--- src/rtl/hw_thresh_cmp.sv ---
module hw_thresh_cmp #(
  parameter int N        = 15,
  parameter int Q        = 4,
  parameter bit FIXED_EN = 1'b0,
  parameter int FIXED_K  = 9
) (
  input  logic [N-1:0] vec_in,
  input  logic [Q-1:0] thresh_in,
  output logic         ge_out
);
  localparam logic [Q:0]   FULL_SCALE = (Q+1)'(1) << Q;
  localparam logic [Q:0]   FIX_WIDE   = FULL_SCALE - (Q+1)'(FIXED_K);
  localparam logic [Q-1:0] FIX_PRESET = FIX_WIDE[Q-1:0];
  localparam bit           FIX_ZERO   = (FIXED_K == 0);

  logic [Q-1:0] low_count;
  logic [Q-1:0] preset;
  logic [Q:0]   carry;
  logic         zero_k;
  wire          unused_thr = ^thresh_in;

  always_comb begin
    low_count = '0;
    for (int i = 0; i < N-1; i++)
      low_count = low_count + Q'(vec_in[i]);
  end

  assign carry[0] = vec_in[N-1];

  generate
    if (FIXED_EN) begin : g_fixed
      assign preset = FIX_PRESET;
      assign zero_k = FIX_ZERO;
      for (genvar i = 0; i < Q; i++) begin : g_stage
        if (FIX_PRESET[i]) begin : g_or
          assign carry[i+1] = low_count[i] | carry[i];
        end else begin : g_and
          assign carry[i+1] = low_count[i] & carry[i];
        end
      end
    end else begin : g_adj
      assign preset = ~thresh_in + Q'(1);
      assign zero_k = (thresh_in == '0);
      for (genvar i = 0; i < Q; i++) begin : g_stage
        assign carry[i+1] = (low_count[i] & preset[i]) |
                            ((low_count[i] ^ preset[i]) & carry[i]);
      end
    end
  endgenerate

  assign ge_out = carry[Q] | zero_k;
endmodule

--- config.mk ---
export PLATFORM = sky130hd
export DESIGN_NAME = hw_thresh_cmp
export DESIGN_NICKNAME = d
export VERILOG_FILES = /design/src/rtl/hw_thresh_cmp.sv
export SDC_FILE = /design/constraint.sdc
export NUM_CORES = 1
export LEC_CHECK = 0
export BUFFER_PORTS_ARGS = -buffer_cell sky130_fd_sc_hd__buf_4
export CAP_MARGIN = 20
export CORE_AREA = 2 2 39 41
export DETAILED_ROUTE_END_ITERATION = 7
export DIE_AREA = 0 0 41 43
export PLACE_DENSITY_LB_ADDON = 0.08
export SLEW_MARGIN = 15
export SYNTH_ARGS = -nofsm -noshare
export SYNTH_HDL_FRONTEND = slang
export SYNTH_SLANG_ARGS = --single-unit
--- constraint.sdc ---
create_clock -name vclk -period 11
set_input_delay 0.55 -clock vclk [all_inputs]
set_output_delay 0.55 -clock vclk [all_outputs]
set_load 0.02 [all_outputs]
Word level (Yosys, flattened, before mapping)
Cells that the tools add are included.
{"block": "word_totals", "word_cells": 33, "regBits": 0}
{"block": "classes", "n_addsub": 14, "n_bitwise": 18, "n_reduce_logical": 1}
{"op": "$add A4 B1 Y4", "n": 10}
{"op": "$and A1 B1 Y1", "n": 8}
{"op": "$or A1 B1 Y1", "n": 5}
{"op": "$add A3 B1 Y4", "n": 1}
{"op": "$add A4 B1 Y4 const B", "n": 1}
{"op": "$logic_not A4 Y1", "n": 1}
{"op": "$not A4 Y4", "n": 1}
{"op": "$xor A1 B1 Y1", "n": 4}
{"op": "$add A2 B1 Y3", "n": 1}
{"op": "$add A1 B1 Y2", "n": 1}

Logic depth before layout (Yosys ltp)
{"block": "logic_depth", "depth_word": 23, "mapped_depth": 12}

Worst setup path before layout
Ideal clock, no wire load.
{"block": "synth_timing", "kind": "input port to output port", "start": "input port vec_in[0]", "end": "output port ge_out", "path_slack_ns": 6.456, "arrival_time_ns": 3.994, "cell_stages": 12, "n_path_buf": 0, "path_cell_list": "inv_1 -> fa_1 -> fa_1 -> fa_1 -> fa_1 -> inv_1 -> ha_1 -> fa_1 -> xor2_1 -> ha_1 -> nand2_1 -> o21ai_1"}
{"block": "synth_between", "elab_chain_len": 23, "word_cells_on_any_way": 30, "cone_classes": "13 x add/sub; 17 x bitwise"}
{"item": "from (decl)", "line_no": "7", "text": "input logic [N-1:0] vec_in,"}
{"item": "$add A1 B1 Y2 *", "line_no": "25", "text": "low_count = low_count + Q'(vec_in[i]);"}
{"item": "$add A2 B1 Y3 *", "line_no": "25"}
{"item": "$add A3 B1 Y4 *", "line_no": "25"}
{"item": "$add A4 B1 Y4 * (10 in series)", "line_no": "25"}
{"item": "$xor A1 B1 Y1", "line_no": "46", "text": "((low_count[i] ^ preset[i]) & carry[i]);"}
{"item": "$and A1 B1 Y1", "line_no": "46"}
{"item": "$or A1 B1 Y1", "line_no": "45", "text": "assign carry[i+1] = (low_count[i] & preset[i]) |"}
{"item": "$and A1 B1 Y1", "line_no": "46"}
{"item": "$or A1 B1 Y1", "line_no": "45"}
{"item": "$and A1 B1 Y1", "line_no": "46"}
{"item": "$or A1 B1 Y1", "line_no": "45"}
{"item": "$and A1 B1 Y1", "line_no": "46"}
{"item": "$or A1 B1 Y1 *", "line_no": "45"}
{"item": "$or A1 B1 Y1 *", "line_no": "51", "text": "assign ge_out = carry[Q] | zero_k;"}
{"item": "to (decl)", "line_no": "9", "text": "output logic ge_out"}
Every way passes the cells marked *; elsewhere a longest branch is shown, timed or not.

Worst setup path after layout
Ends and elaborated chain as after synthesis.

==> flow_metrics.py <==
metrics = {
    "synth": {
        "syn-mean-instance-area_um2": 9.014,
        "syn_inst": 49,
        "synth_nets": 85,
        "synth_warnings": 0,
        "ys_seq_area_frac": 0,
        "yosysUniqueCellTypes": 12,
        "syn_area_um2": 441.7,
    },
    "pwr": {
        "p_sw_frac": 0.4945,
        "seq_power_share": 0,
        "p_int_mw": 0.04390,
        "ir_worst_vdd_v": 0.00006750,
        "pwr-share-comb": 1.000,
        "leakage_nw": 0.3751,
        "switching_power_mw": 0.04294,
        "power_frac_clock": 0,
        "powerDensity_nw_per_um2": 141.9,
    },
    "critical_path": {
        "crit_buf_inv": 4,
        "path_cells": "buf_4 > inv_1 > fa_1 > fa_1 > fa_1 > fa_1 > inv_1 > ha_1 > fa_1 > xor2_1 > ha_1 > a221oi_2 > o21ai_1 > buf_4",
        "cp.required_ns": 10.45,
        "cp_top_family": "adder cells",
        "worst_setup_path_end_kind": "output pin",
        "cp_slowest_cell": "fa_1",
        "start_kind": "input port",
        "path_class": "in -> out",
        "path_max_fanout": 2,
        "max_stage_delay_ns": 0.56,
        "crit_top_cell": "fa_1",
        "critPathArrivalTime_ns": 4.20,
    },
    "global_route": {
        "grtUsageTotal": 0.09284,
        "grt_remaining_overflow": 0,
        "grt_pass1_wl_um": 1221,
        "grt_start_max_net_pins": 4,
        "grt_pass1_vias": 344,
        "antenna_found_initial": 0,
    },
    "timing": {
        "tns_ns": 0,
        "rsz0062_at_grt": "no",
        "fin_crit_sh": 0.4322,
        "finalHoldViolations": 0,
        "setup_viol": 0,
        "slew_violations": 0,
        "tightest_slew_ns": 0.2300,
        "slew_headroom": 0.8455,
        "max_freq_ghz": 0.2104,
        "finalCriticalPeriod_ns": 4.754,
    },
    "layout": {
        "syn_to_final_growth_pct": 38.53,
        "layout-drive-gt1-share": 0.3043,
        "fin_cells": 85,
        "nFillCells": 144,
        "fin_nets": 107,
        "fin_area_um2": 611.8,
        "nFlopsAndLatches": 0,
        "insertedDiodeCount": 0,
        "seq_area_um2": 0,
        "clkbuf_count": 0,
    },
    "placed_design": {
        "post_dp_cell_area_um2": 611.8,
        "gp_routability_congestion": 0.6888,
        "io_buffers": 20,
        "hpwl_um": 640.1,
        "place_inst": 85,
    },
    "status": {
        "outcome": "completed",
    },
    "floorplanning": {
        "die-width_um": 41,
        "die_y_um": 43,
        "dieArea_um2": 1763,
        "initial_core_util": 0.3192,
        "core_um2": 1384,
        "ioPinCount": 20,
        "num_rows": 14,
    },
    "clock_tree": {
        "cts.repair.resized": 0,
        "cts_setup_buffers": 0,
        "holdBufCountCts": 0,
    },
    "route": {
        "routed_wl_um": 638,
        "via_per_inst": 3.988,
        "drt-initial-drc-count": 0,
        "num_vias": 339,
        "drc_errors": 0,
        "drt-pass1-iter-count": 1,
        "antenna_left": 0,
        "wl_per_cell_um": 7.506,
    },
    "run": {
        "drv_cap": 0,
    },
    "hold_path": {
        "min_path_type": "in -> out",
        "min_from": "vec_in[14]",
        "whs_endpoint": "ge_out",
        "min_path_cells": 5,
    },
}
-- worst max-delay path by stage --
stage / start / to / slack (ns) / cells after the start
final: vec_in[0] / ge_out / 6.25 / 14
after floorplan: vec_in[0] / ge_out / 6.46 / 12
after global routing: vec_in[0] / ge_out / 6.05 / 14
after CTS: vec_in[0] / ge_out / 6.22 / 14
after detailed placement: vec_in[0] / ge_out / 6.23 / 14
after global placement: vec_in[0] / ge_out / 6.25 / 14
-- power groups by stage --
stage | registers (mW) | clock network, mW | logic, mW
6_report | 0 | 0 | 0.0868
4_1_cts | 0 | 0 | 0.0892
3_3_place_gp | 0 | 0 | 0.0885
3_5_place_dp | 0 | 0 | 0.0890
2_1_floorplan | 0 | 0 | 0.0661
5_1_grt | 0 | 0 | 0.102
-- layout make-up --
cell class                      instances  area (um2)  area share
Multi-Input combinational cell         29       366.6      0.5992
Tap cell                               16       20.02     0.03272
Inverter                               20       75.07      0.1227
Timing Repair Buffer                   20       150.1      0.2454
-- placed cells by master (no fill, tap or decap), drive strengths merged --
cell	count
inv	20
buf	20
fa	9
ha	8
a21o	3
xnor2	2
xor2	1
nor3	1
a21oi	1
nand2	1
nor2	1
a221oi	1
o21ai	1
-- cells in the mapped netlist, drive strengths merged --
library cell	n	area [um2]
a21oi	1	5.000
fa	9	180.2
ha	8	100.1
nand2	1	3.750
nor2	1	3.750
nor3	1	5.000
xnor2	2	17.52
o21ai	1	5.000
xor2	1	8.760
inv	20	75.07
a221oi	1	15.01
a21o	3	22.52
-- metrics by stage --
| stage | util | hold WS [ns] | setup slack (ns) | power, mW |
|---|---|---|---|---|
| finish | 0.4421 | 1.609 | 6.246 | 0.08685 |
| global route | 0.4421 | 1.642 | 6.048 | 0.1023 |
| CTS | 0.4421 | 1.614 | 6.222 | 0.08924 |
| detailed placement | 0.4421 | 1.615 | 6.231 | 0.08899 |
| global placement | 0.4421 | 1.612 | 6.249 | 0.08849 |
| floorplan | - | 1.469 | 6.456 | 0.06610 |
-- routing by layer --
metal,up-vias,wire length (um),track usage,share of wire
li1,184,-,-,-
met1,146,299,0.1373,0.47
met2,9,315,0.1563,0.49
met3,0,23,0,0.036
met4,0,0,0,0
met5,-,0,0,0
-- kinds of logic after synthesis --
logic type	synth area share
AOI/OAI and AO/OA	0.1076
xor gates and xnor gates	0.05950
adders and majority gates	0.6346
buffers and inverters	0.1700
and+or+nand+nor	0.02830
(Power assumes the default switching activity.)
